==> config.mk <==
export PLATFORM = sky130hd
export DESIGN_NAME = rst_seq_ctrl
export DESIGN_NICKNAME = d
export VERILOG_FILES = /design/src/rtl/rst_seq_pkg.sv /design/src/rtl/rst_pin_sync.sv /design/src/rtl/rst_src_arb.sv /design/src/rtl/rst_phase_fsm.sv /design/src/rtl/rst_seq_ctrl.sv
export SDC_FILE = /design/constraint.sdc
export NUM_CORES = 1
export LEC_CHECK = 0
export CORE_ASPECT_RATIO = 0.9
export CORE_MARGIN = 2
export CORE_UTILIZATION = 35
export CTS_CLUSTER_DIAMETER = 50
export DETAILED_ROUTE_END_ITERATION = 12
export GPL_TIMING_DRIVEN = 0
export PLACE_DENSITY = 0.57
export SETUP_SLACK_MARGIN = 0.1
export SLEW_MARGIN = 30
export SYNTH_ARGS = -nofsm -noshare
export SYNTH_HDL_FRONTEND = slang
export SYNTH_SLANG_ARGS = --single-unit
==> constraint.sdc <==
create_clock -name clk -period 2.6 [get_ports clk]
set_clock_uncertainty 0.15 [all_clocks]
set_input_delay 0.52 -clock clk [delete_from_list [all_inputs] [get_ports clk]]
set_output_delay 0.52 -clock clk [all_outputs]
set_load 0.01 [all_outputs]
==> src/rtl/rst_seq_pkg.sv <==
package rst_seq_pkg;

    typedef enum logic [1:0] {
        PH_DELAY = 2'd0,
        PH_STAB  = 2'd1,
        PH_FETCH = 2'd2,
        PH_RUN   = 2'd3
    } phase_e;

    typedef enum logic [1:0] {
        SRC_NONE = 2'd0,
        SRC_EXT  = 2'd1,
        SRC_WDG  = 2'd2,
        SRC_LVD  = 2'd3
    } src_e;

    // bit 2 low-voltage, bit 1 watchdog, bit 0 external
    typedef struct packed {
        logic lvd;
        logic wdg;
        logic ext;
    } cause_t;

    // fixed priority: low-voltage, then watchdog, then external
    function automatic src_e pick_src(input logic lvd, input logic wdg, input logic ext);
        src_e s;
        if (lvd)      s = SRC_LVD;
        else if (wdg) s = SRC_WDG;
        else if (ext) s = SRC_EXT;
        else          s = SRC_NONE;
        return s;
    endfunction

    function automatic cause_t src_to_cause(input src_e s);
        cause_t c;
        c.lvd = (s == SRC_LVD);
        c.wdg = (s == SRC_WDG);
        c.ext = (s == SRC_EXT);
        return c;
    endfunction

endpackage

==> src/rtl/rst_pin_sync.sv <==
module rst_pin_sync #(
    parameter int SYNC_STAGES = 2
) (
    input  logic clk,
    input  logic rst,
    input  logic pin_in,
    input  logic self_drive,
    output logic ext_req
);
    // pin level and own-drive flag travel through equal-length pipelines,
    // so the mask lines up with the echo of the block's own pull-down
    logic [SYNC_STAGES-1:0] pin_sh;
    logic [SYNC_STAGES-1:0] mask_sh;

    always_ff @(posedge clk) begin
        if (rst) begin
            pin_sh  <= '1;
            mask_sh <= '1;
        end else begin
            pin_sh  <= {pin_sh[SYNC_STAGES-2:0], pin_in};
            mask_sh <= {mask_sh[SYNC_STAGES-2:0], self_drive};
        end
    end

    assign ext_req = ~pin_sh[SYNC_STAGES-1] & ~mask_sh[SYNC_STAGES-1];

    // the echo of a fresh self-drive can never be seen as a request
    p_no_self_trigger_r8: assert property (@(posedge clk) disable iff (rst)
        (self_drive && $past(self_drive)) |=> !ext_req);

endmodule

==> src/rtl/rst_src_arb.sv <==
module rst_src_arb
    import rst_seq_pkg::*;
(
    input  logic   clk,
    input  logic   rst,
    input  logic   lvd_req,
    input  logic   wdg_req,
    input  logic   ext_req,
    input  logic   cause_rd,
    output logic   any_req,
    output src_e   win,
    output cause_t cause_q
);
    assign any_req = lvd_req | wdg_req | ext_req;
    assign win     = pick_src(lvd_req, wdg_req, ext_req);

    always_ff @(posedge clk) begin
        if (rst) begin
            cause_q <= '0;
        end else if (any_req) begin
            cause_q <= src_to_cause(win);
        end else if (cause_rd) begin
            cause_q <= '0;
        end
    end

    p_cause_onehot_r9: assert property (@(posedge clk) disable iff (rst)
        $onehot0(cause_q));

    p_read_clears_r9: assert property (@(posedge clk) disable iff (rst)
        (cause_rd && !any_req) |=> (cause_q == '0));

    p_lvd_wins_r10: assert property (@(posedge clk) disable iff (rst)
        lvd_req |=> (cause_q.lvd && !cause_q.wdg && !cause_q.ext));

    p_wdg_over_ext_r10: assert property (@(posedge clk) disable iff (rst)
        (wdg_req && !lvd_req) |=> cause_q.wdg);

endmodule

==> src/rtl/rst_phase_fsm.sv <==
module rst_phase_fsm
    import rst_seq_pkg::*;
#(
    parameter int EXT_DLY  = 4,
    parameter int WDG_DLY  = 32,
    parameter int LVD_DLY  = 64,
    parameter int STAB_CYC = 4096,
    parameter int CNT_W    = 13,
    parameter int ADDR_W   = 16
) (
    input  logic              clk,
    input  logic              rst,
    input  logic              any_req,
    input  src_e              win,
    output phase_e            phase,
    output logic              pin_drive_low,
    output logic              cpu_rst_n,
    output logic              fetch_valid,
    output logic [ADDR_W-1:0] fetch_addr,
    output logic              seq_done
);
    localparam logic [ADDR_W-1:0] VEC_HI = {ADDR_W{1'b1}};
    localparam logic [ADDR_W-1:0] VEC_LO = VEC_HI - 1'b1;

    logic [CNT_W-1:0] cnt;

    function automatic logic [CNT_W-1:0] delay_load(input src_e s);
        logic [CNT_W-1:0] v;
        case (s)
            SRC_LVD: v = CNT_W'(LVD_DLY - 1);
            SRC_WDG: v = CNT_W'(WDG_DLY - 1);
            default: v = CNT_W'(EXT_DLY - 1);
        endcase
        return v;
    endfunction

    always_ff @(posedge clk) begin
        if (rst) begin
            phase    <= PH_DELAY;
            cnt      <= CNT_W'(LVD_DLY - 1);
            seq_done <= 1'b0;
        end else begin
            seq_done <= 1'b0;
            if (any_req) begin
                phase <= PH_DELAY;
                cnt   <= delay_load(win);
            end else begin
                case (phase)
                    PH_DELAY: begin
                        if (cnt == '0) begin
                            phase <= PH_STAB;
                            cnt   <= CNT_W'(STAB_CYC - 1);
                        end else begin
                            cnt <= cnt - 1'b1;
                        end
                    end
                    PH_STAB: begin
                        if (cnt == '0) begin
                            phase <= PH_FETCH;
                            cnt   <= '0;
                        end else begin
                            cnt <= cnt - 1'b1;
                        end
                    end
                    PH_FETCH: begin
                        if (cnt[0]) begin
                            phase    <= PH_RUN;
                            seq_done <= 1'b1;
                        end else begin
                            cnt <= CNT_W'(1);
                        end
                    end
                    default: begin
                        phase <= PH_RUN;
                    end
                endcase
            end
        end
    end

    assign pin_drive_low = (phase == PH_DELAY);
    assign cpu_rst_n     = (phase == PH_FETCH) || (phase == PH_RUN);
    assign fetch_valid   = (phase == PH_FETCH);
    assign fetch_addr    = (phase != PH_FETCH) ? '0 : (cnt[0] ? VEC_HI : VEC_LO);

    p_req_restart_r7: assert property (@(posedge clk) disable iff (rst)
        any_req |=> (phase == PH_DELAY && pin_drive_low && !cpu_rst_n));

    p_stab_count_r3: assert property (@(posedge clk) disable iff (rst)
        (phase == PH_STAB && cnt != '0 && !any_req) |=>
            (phase == PH_STAB && cnt == CNT_W'($past(cnt) - 1'b1)));

    p_fetch_order_r4: assert property (@(posedge clk) disable iff (rst)
        (fetch_valid && fetch_addr == VEC_LO && !any_req) |=>
            (fetch_valid && fetch_addr == VEC_HI));

    p_done_after_fetch_r5: assert property (@(posedge clk) disable iff (rst)
        (fetch_valid && fetch_addr == VEC_HI && !any_req) |=>
            (seq_done && !fetch_valid && cpu_rst_n));

    p_released_in_fetch_r4: assert property (@(posedge clk) disable iff (rst)
        fetch_valid |-> (cpu_rst_n && !pin_drive_low));

endmodule

==> src/rtl/rst_seq_ctrl.sv <==
module rst_seq_ctrl
    import rst_seq_pkg::*;
#(
    parameter int EXT_DLY     = 4,
    parameter int WDG_DLY     = 32,
    parameter int LVD_DLY     = 64,
    parameter int STAB_CYC    = 4096,
    parameter int SYNC_STAGES = 2,
    parameter int ADDR_W      = 16
) (
    input  logic              clk,
    input  logic              rst,
    input  logic              pin_in,
    input  logic              lvd_req,
    input  logic              wdg_req,
    input  logic              cause_rd,
    output logic              pin_drive_low,
    output logic              cpu_rst_n,
    output logic              fetch_valid,
    output logic [ADDR_W-1:0] fetch_addr,
    output logic              seq_done,
    output logic [2:0]        cause
);
    localparam int MAX_DLY = (LVD_DLY > WDG_DLY) ?
                             ((LVD_DLY > EXT_DLY) ? LVD_DLY : EXT_DLY) :
                             ((WDG_DLY > EXT_DLY) ? WDG_DLY : EXT_DLY);
    localparam int MAX_CNT = (STAB_CYC > MAX_DLY) ? STAB_CYC : MAX_DLY;
    localparam int CNT_W   = $clog2(MAX_CNT + 1);

    logic   ext_req;
    logic   any_req;
    src_e   win;
    cause_t cause_q;
    phase_e phase;
    logic   drive_int;

    rst_pin_sync #(
        .SYNC_STAGES(SYNC_STAGES)
    ) u_sync (
        .clk       (clk),
        .rst       (rst),
        .pin_in    (pin_in),
        .self_drive(drive_int),
        .ext_req   (ext_req)
    );

    rst_src_arb u_arb (
        .clk     (clk),
        .rst     (rst),
        .lvd_req (lvd_req),
        .wdg_req (wdg_req),
        .ext_req (ext_req),
        .cause_rd(cause_rd),
        .any_req (any_req),
        .win     (win),
        .cause_q (cause_q)
    );

    rst_phase_fsm #(
        .EXT_DLY (EXT_DLY),
        .WDG_DLY (WDG_DLY),
        .LVD_DLY (LVD_DLY),
        .STAB_CYC(STAB_CYC),
        .CNT_W   (CNT_W),
        .ADDR_W  (ADDR_W)
    ) u_fsm (
        .clk          (clk),
        .rst          (rst),
        .any_req      (any_req),
        .win          (win),
        .phase        (phase),
        .pin_drive_low(drive_int),
        .cpu_rst_n    (cpu_rst_n),
        .fetch_valid  (fetch_valid),
        .fetch_addr   (fetch_addr),
        .seq_done     (seq_done)
    );

    assign pin_drive_low = drive_int;
    assign cause         = cause_q;

    // the pin is pulled low only while the sequencer is in its delay phase
    p_drive_in_delay_r2: assert property (@(posedge clk) disable iff (rst)
        pin_drive_low |-> (phase == PH_DELAY && !cpu_rst_n && !fetch_valid));

    // a held low-voltage level keeps the pin driven
    p_lvd_hold_r6: assert property (@(posedge clk) disable iff (rst)
        lvd_req |=> pin_drive_low);

endmodule

==> results.md, run 1 <==
- The hold violation count in the final report was 0.
- The most repeated library cell on the critical path is sky130_fd_sc_hd__buf_4.
- The number of nets with antenna violations after routing is 0.
- The width of the die is roughly 72 µm.
- The terminus of the critical flop-to-flop path is u_fsm.phase[0].
- Along the worst hold path, the cell count comes to 1.
- The worst path meets setup with around 0.18 ns of slack.
- The routing usage on met2 is 0.267.
- The floorplan has 22 rows.
- The layout cell share with drive strength beyond 1 is 0.220.
- The half-perimeter wire length after detailed placement is roughly 2800 µm.
- The setup-violating endpoint count in the final report is 0.
- The most congested layer reported by global routing is met2.
- Averaged over all synthesized cells, the footprint is just over 8 µm².
- After clock tree synthesis, the clock-pin slew on the worst setup and hold paths is approximately 0.090 ns.
- The peak fanout along the critical path is 11.
- The routed length per instance is roughly 14 µm.
- The total power of the final layout is about 0.00065 W.
- At the end of routability-driven placement, the weighted congestion stood at a little under 0.9.
- Registers take 462 µm².
- STA puts the critical path data required time at 1.93 ns.
- The tree built by TritonCTS fans out to 23 sinks.
- Of the total power, the clock network draws 0.364.
- The repair_antennas step left the layout with diodes totalling 0.
- The cell taking the most area after synthesis is sky130_fd_sc_hd__dfxtp_1.
- The path with the worst hold slack has its endpoint at u_sync.mask_sh[1].
- In this run, distinct cell masters in the synthesized netlist total 44.
- The overall global routing resource usage is 0.169.
- The sequential share of power is 0.564.
- The worst stage delay on the critical path is roughly 0.52 ns.
- The number of nets produced by synthesis is 194.
- The growth of design area from synthesis to finish is 33.3%.
- The analysis attributes to net switching a power of roughly 0.00016 W.
- The count of maximum capacitance violations is 0.
- Setup repair after global routing could not meet its margin everywhere.
- TritonCTS built the clock tree.
- The startpoint of the worst-slack reg-to-reg timing path is u_fsm.cnt[0].
- The share of synthesized area in the top cell type comes to 0.314.
- Of the synthesized area, sequential elements account for 0.314.
- In the routed design, unresolved DRC markers number 0.
- For the worst setup path, the data arrival time is about 1.8 ns.
- In the final design database the tool counted between 200 and 250 nets.
- The first global-routing pass estimated about 6300 µm of wire.
- The cell count after synthesis came out at between 150 and 200.
- Counting flops with a built-in enable in the synthesized netlist gives 0.
- The total power per unit cell area is about 330 nW/µm².
- The total die area is 4720 µm².
- The slew at the pin closest to its max-slew limit is ~0.62 ns.
- The minimum setup slack among reg-to-reg paths is ~0.23 ns.
- For this run the aggregate overflow at the end of global routing stands at 0.
- The kind of start point of the critical path is a flop.
- The critical path goes through inv_1, ha_4, buf_4, buf_4, clkdlybuf4s50_1.
- CTS built an H-tree with a depth of 1.
- In this run the worst hold path is classified as flop to flop.
- After floorplanning, the core was sized to cover between 4000 and 5000 µm².
- The routing usage on met1 is 0.233.
- Counting flops and latches in the post-synthesis netlist gives 23.
- For this run, the number of Yosys warnings is 0.
- The max-slew violation total from the final report is 0.
- The most common cell in the synthesized netlist is sky130_fd_sc_hd__dfxtp_1.
- The final worst-path cycle share is 0.929.
- At the placement stage, the worst setup path has a slack of -0.282 ns.
- The buffer cell driving the clock tree root is sky130_fd_sc_hd__clkbuf_8.
- The global routing met3 resource utilization is 0.0383.
- For this run, the leading register cell type out of synthesis is sky130_fd_sc_hd__dfxtp_1.
- Fill cells in the final layout number between 400 and 500.
- The die is around 65 µm tall.
- The start point of the worst hold path is u_sync.mask_sh[0].
- Static timing analysis puts the maximum clock frequency at approximately 410 MHz.
- The detailed-router iteration count before antenna repair is 4.
- Of the total power, the share spent switching nets is 0.245.
- The initial antenna violation count is 0.
- The critical path is of the flop to output port type.
- The run finished with clean final reports.
- The longest clock path from root to sink contains 2 buffers.
- Buffers placed on the I/O ports in this run total 28.
- In this run the static leakage power is 0.795 nW.
- The largest individual stage delay along the critical path comes from the cell sky130_fd_sc_hd__clkdlybuf4s50_1.
- The detailed router placed roughly 1.4k vias in this run.
- The async set-or-reset flop fraction in the synthesized netlist is 0.
- The depth of the most critical reg-to-reg path is 7.
- The peak ir drop on the vdd network is approximately 270 µV.
- The number of buffers created by CTS is 3.
- The routed design has roughly 3700 µm of wire.
- Entering global routing, the biggest net connects 24 pins.
- Clock latency on the worst-skew pair, taken at its later pin, is 0.27 ns.
- Pin placement for this block handled 29 I/O pins.
- The internal power contribution is ~0.0005 W.
- The headroom to the max-slew limit is 0.581.
- The multi-input combinational cells in the finished layout cover a total of 872 µm².
- The routed design could run at a clock period as short as about 2.4 ns.
- Sorting the synthesized cells by how often they occur yields 23 x sky130_fd_sc_hd__dfxtp_1, 21 x sky130_fd_sc_hd__nor2_1, 20 x sky130_fd_sc_hd__a21oi_1.
- The sort of element at the end of the critical path is an output port.
- After detailed routing, the number of vias per cell comes to 5.31.
- Of the total power, combinational logic draws 0.073.
- In the post-synthesis netlist, the biggest area contributors are sky130_fd_sc_hd__dfxtp_1 31%, sky130_fd_sc_hd__buf_4 7.7%, sky130_fd_sc_hd__a21oi_1 6.8%, sky130_fd_sc_hd__ha_1 6.8%, sky130_fd_sc_hd__nor2_1 5.4%.
- The initial cell density of the core is 0.362.
- The via count of the first global-routing pass is between 1k and 1.5k.
- The first routing iteration left approximately 110 violations.
- After synthesis the cells add up to roughly 1500 µm².
[state kept, by name (all words and copies together) (netlist names)]
name,flops
u_fsm.phase,2
u_fsm.cnt,13
u_arb.cause_q,3
u_sync.mask_sh,2
u_fsm.seq_done,1
u_sync.pin_sh,2
[metal layers]
layer / vias up / wire length, µm
met1: 675 / 1750
met3: 4 / 151
met4: 0 / 38
met2: 23 / 1790
met5: - / 0
li1: 710 / -
[placed cells by master, fill, tap and decap left out, types with 5 or more instances in the layout]
cell type                         netlist  final
sky130_fd_sc_hd__nand2_1                7      7
sky130_fd_sc_hd__a21oi_1               20     20
sky130_fd_sc_hd__dfxtp_1               23     22
sky130_fd_sc_hd__clkdlybuf4s50_1        0     25
sky130_fd_sc_hd__ha_1                   8      7
sky130_fd_sc_hd__buf_4                 15     21
sky130_fd_sc_hd__inv_1                 11     10
sky130_fd_sc_hd__o21ai_0               11     11
sky130_fd_sc_hd__nor3_1                 7      6
sky130_fd_sc_hd__nor2_1                21     21
sky130_fd_sc_hd__or2_2                  5      5
[per-stage QoR]
stage,hold WS [ns],TNS [ns],std cells,cell area [µm²],util
finish,0.264,0,266,1950,0.483
global route,0.282,0,266,1950,0.483
CTS,0.265,0,261,1890,0.466
detailed placement,0.242,-1.62,256,1810,0.447
global placement,0.247,-1.27,256,1810,0.447
floorplan,0.239,0,180,1470,-
[cells by family (layout without fill, tap and decap cells)]
logic type | Yosys count | in the layout | synth area share
AND/OR/NAND/NOR | 67 | 67 | 0.255
adder cells (fa/ha/maj) | 8 | 8 | 0.0683
multiplexers | 1 | 1 | 0.00769
flip-flops | 23 | 23 | 0.314
buffers and inverters | 30 | 68 | 0.121
AO/OA/AOI/OAI | 49 | 49 | 0.221
XOR/XNOR | 2 | 2 | 0.0120
[critical path: cells and delay by family, from the launching register on]
kind,cells,cell delay (ns)
flip-flops,1,0.35
buffers and inverters,4,0.95
adder cells (fa/ha/maj),1,0.17
[power by group through the flow]
stage | clock network (W) | registers [W] | logic [W]
after floorplan | 0 | 0.000373 | 0.0000238
final | 0.000236 | 0.000365 | 0.0000473
after CTS | 0.000244 | 0.000365 | 0.0000461
after detailed placement | 0 | 0.000373 | 0.0000454
after global placement | 0 | 0.000373 | 0.0000441
after global routing | 0.000259 | 0.000367 | 0.0000529
[cell type report]
class / instances / area share
sequential: 23 / 0.236
clock buffer: 3 / 0.0211
buffer: 19 / 0.0698
tap: 48 / 0.0307
timing repair buffer: 34 / 0.170
clock inverter: 1 / 0.00384
multi-input combinational: 127 / 0.447
inverter: 11 / 0.0211
[worst max-delay path by stage]
stage,start,endpoint,slack (ns),depth (start not counted)
after floorplan,u_fsm.phase[0],u_fsm.cnt[12],0.23,7
after CTS,u_fsm.phase[0],fetch_addr[0],0.03,5
after detailed placement,lvd_req,u_fsm.cnt[7],-0.28,7
final,u_fsm.phase[0],fetch_addr[13],0.18,5
after global placement,lvd_req,u_fsm.cnt[7],-0.21,7
after global routing,u_fsm.cnt[0],u_fsm.phase[0],0.09,7
[what timing repair did]
action / CTS / global route
endpoints found under the hold margin: 0 / 0
endpoints found under the setup margin: 26 / 28
hold buffers: 0 / 0
pin swaps: 1 / 4
buffers inserted: 1 / 5
gates resized for setup: 4 / 8
(Power assumes the default switching activity.)
==> run 2: changes to the inputs <==
--- a/config.mk
+++ b/config.mk
@@ -5,13 +5,15 @@
 export SDC_FILE = /design/constraint.sdc
 export NUM_CORES = 1
 export LEC_CHECK = 0
+export CELL_PAD_IN_SITES_DETAIL_PLACEMENT = 1
+export CELL_PAD_IN_SITES_GLOBAL_PLACEMENT = 2
 export CORE_ASPECT_RATIO = 0.9
 export CORE_MARGIN = 2
-export CORE_UTILIZATION = 35
+export CORE_UTILIZATION = 27
 export CTS_CLUSTER_DIAMETER = 50
 export DETAILED_ROUTE_END_ITERATION = 12
 export GPL_TIMING_DRIVEN = 0
-export PLACE_DENSITY = 0.57
+export PLACE_DENSITY = 0.73
 export SETUP_SLACK_MARGIN = 0.1
 export SLEW_MARGIN = 30
 export SYNTH_ARGS = -nofsm -noshare
==> run 2 against run 1 <==
Core utilization decreased by 11 points. Critical path depth is the same. Clock power about the same. Sequential cell count unchanged. Largest cell class unchanged. Highest routed layer unchanged.
==> results.md, run 2 (synthesis results as in run 1) <==
- The flow ran to the end, and the final reports show no timing, DRC or antenna violations.
- The worst stage delay on the critical path is 0.52 ns (about the same).
- The largest registers in the layout are u_fsm.cnt (13), u_arb.cause_q (3).
- Broken down by cell family, the worst path's largest delay share belongs to buffers and inverters.
- The wire length reported by the detailed router was 4350 µm (+17%).
- The headroom to the max-slew limit is 0.614 (+0.0331).
- The critical path depth in cells is 5 (unchanged).
- The total core area came to 5260 µm² (+30%).
- In the layout the commonest cells are 25 x sky130_fd_sc_hd__clkdlybuf4s50_1, 22 x sky130_fd_sc_hd__dfxtp_1, 21 x sky130_fd_sc_hd__nor2_1.
- The hold violation count in the final report is 0 (unchanged).
- The minimum setup slack among reg-to-reg paths is 0.28 ns (+0.05 ns).
- The initial cell density of the core is 0.279 (-0.0833).
- The minimum clock period is 2.39 ns (-0.0250 ns).
- The number of vias per cell is 5.08 (-4.4%).
- The initial antenna violation count was 0 (unchanged).
- The most repeated library cell on the critical path is sky130_fd_sc_hd__buf_4.
- The hold buffer count at cts is 0 (unchanged).
- The commonest non-fill, non-tap cell in the layout is sky130_fd_sc_hd__clkdlybuf4s50_1.
- The start-to-end type of the worst setup path is flop to output port.
- The number of inserted diodes is 0 (unchanged).
- The slowest stage of the critical path is the sky130_fd_sc_hd__clkdlybuf4s50_1 cell.
- The kind of start point of the critical path is a flop.
- The final worst-path cycle share is 0.920 (-0.00961).
- The cell sitting at the root of the clock tree is a sky130_fd_sc_hd__clkbuf_8.
- The slew at the pin closest to its max-slew limit is 0.575 ns (-0.0483 ns).
- The peak ir drop on the vdd network is 198 µV (-26%).
- The width of the die is 81.7 µm (+13%).
- The layout cell share with drive strength beyond 1 is 0.225 (+0.00459).
- The area growth from synthesis to layout is 35.1%.
- The number of nets at the end of the flow is 233 (unchanged).
- The worst-case setup slack after placement is -0.347 ns (-0.0654 ns).
- The count of fill cells added during filler insertion came to 623 (+54%).
- The total power per unit cell area was 326 nW/µm² (-1.7%).
- The DRC violation count after routing is 0 (unchanged).
- The upper clock frequency limit was 418 MHz (+1.0%).
- The depth of the most critical reg-to-reg path is 7 (unchanged).
- The overall global routing resource usage is 0.158 (-0.0109).
- The number of nets with antenna violations after routing came to 0 (unchanged).
- The final worst setup slack was 0.209 ns (+0.0250 ns).
- The depth of the CTS H-tree is 1 (unchanged).
- The worst endpoint required time is 1.93 ns (about the same).
- The most critical setup path has its endpoint at fetch_addr[10].
- The post-route worst hold slack is 0.271 ns (+0.00760 ns).
- u_fsm.cnt holds more flip-flops than any other register.
- The clock-pin slew of the registers on the worst-case setup and hold paths came to 0.08 ns (about the same).
- The number of sinks handled by clock tree synthesis came to 23 (unchanged).
- The path type of the worst min-delay path is flop to flop.
- The total number of placement rows was 25 (+14%).
- The routed length per instance is 15.3 µm (+8.9%).
- The count of buffers inserted at the top-level ports is 28 (unchanged).
- The startpoint of the worst-slack reg-to-reg timing path is u_fsm.phase[1].
- The I/O pin count is 29 (unchanged).
- The cell leakage power is 0.770 nW (-3.2%).
- The total power of the final layout is 0.000646 W (-0.41%).
- STA classifies the critical path endpoint as an output port.
- The die height is 73.9 µm (+13%).
- The half-perimeter wire length after detailed placement is 3250 µm (+16%).
- The routability congestion estimate is 0.876 (-1.5%).
- The critical path goes through inv_2, ha_4, buf_4, buf_4, clkdlybuf4s50_1.
- The post-placement cell count is 275 (+7.4%).
- The first-pass GRT wire length was 7230 µm (+14%).
- The number of buffers created by CTS is 3 (unchanged).
- The post-layout instance count excluding filler cells is 285 (+7.1%).
- The total die area is 6030 µm² (+28%).
- The clock insertion delay at the later pin of the skew report is 0.28 ns (about the same).
- The count of maximum capacitance violations came to 0 (unchanged).
- The post-place instance area is 1830 µm² (+1.3%).
- The data arrival at the endpoint of the critical path is 1.72 ns (-0.03 ns).
- TritonCTS built the clock tree.
- The number of flip-flops under the largest register name is 13 (unchanged).
- The peak fanout along the critical path came to 11 (unchanged).
- The endpoint identified for the worst register-to-register timing path is u_fsm.cnt[5].
- The detailed-router iteration count before antenna repair is 4 (unchanged).
- The detailed-route via count came to 1447 (+2.5%).
- Setup repair after global routing left no endpoint under its margin.
- In this run the worst setup path begins at u_fsm.phase[0].
- The via count of the first global-routing pass is 1392 (+3.0%).
- The footprint of the multi-input gates is 877 µm² (+0.57%).
- The max-slew violation total from the final report came to 0 (unchanged).
- The total buffers and inverters traversed by the critical path came to 4 (unchanged).
- The initial DRC count came to 104 (-8.8%).
- The final standard cell area without fillers is 1980 µm² (+1.3%).
- The register area came to 462 µm² (unchanged).
- The total grt overflow is 0 (unchanged).
- The maximum number of pins on one net before global-route repair was 13 (-46%).
- The worst-case clock buffer depth is 2 (unchanged).
- The setup-violating endpoint count in the final report is 0 (unchanged).
==> run 2: power breakdown <==
part           total (W)  switching (W)  internal (W)
combinational  0.0000457      0.0000251     0.0000207
sequential      0.000366     0.00000722      0.000359
clock           0.000234       0.000124      0.000110
==> run 2: layer usage <==
metal	share of wire	up-vias	track usage
li1	-	710	-
met1	0.47	696	0.221
met2	0.48	37	0.243
met3	0.037	4	0.0209
met4	0.016	0	0.0667
met5	0	-	0
==> run 2: per-stage QoR <==
| step | setup TNS, ns | util |
|---|---|---|
| floorplan | 0 | - |
| global placement | -2.00 | 0.349 |
| detailed placement | -2.14 | 0.349 |
| CTS | 0 | 0.370 |
| global route | 0 | 0.377 |
| finish | 0 | 0.377 |
==> run 2: worst min-delay path by stage <==
stage,to,cells after the start,from
final,u_sync.mask_sh[1],1,u_sync.mask_sh[0]
after global routing,u_sync.pin_sh[1],1,u_sync.pin_sh[0]
after CTS,u_sync.mask_sh[1],1,u_sync.mask_sh[0]
after detailed placement,u_sync.mask_sh[1],1,u_sync.mask_sh[0]
after global placement,u_sync.pin_sh[1],1,u_sync.pin_sh[0]
after floorplan,u_sync.mask_sh[1],1,u_sync.mask_sh[0]
==> run 2: final cells by class <==
cell class | count | area share
clock buffer | 4 | 0.0228
inverter | 11 | 0.0209
buffer | 19 | 0.0689
sequential | 23 | 0.233
tap | 67 | 0.0424
timing repair buffer | 34 | 0.169
multi-input combinational | 127 | 0.443
==> run 2: what timing repair did <==
item | in CTS | in global routing
resized for setup | 8 | 6
endpoints found under the setup margin | 30 | 15
pin swaps | 4 | 3
setup buffers | 5 | 1
==> run 2: worst register-to-register path, cell delays in order (launching register included) <==
cell and delay, ns:
sky130_fd_sc_hd__dfxtp_1 0.42, sky130_fd_sc_hd__inv_1 0.12, sky130_fd_sc_hd__ha_1 0.25, sky130_fd_sc_hd__or3_1 0.48
sky130_fd_sc_hd__nand3_2 0.19, sky130_fd_sc_hd__or3_1 0.18, sky130_fd_sc_hd__a21oi_1 0.05, sky130_fd_sc_hd__a2111o_1 0.39
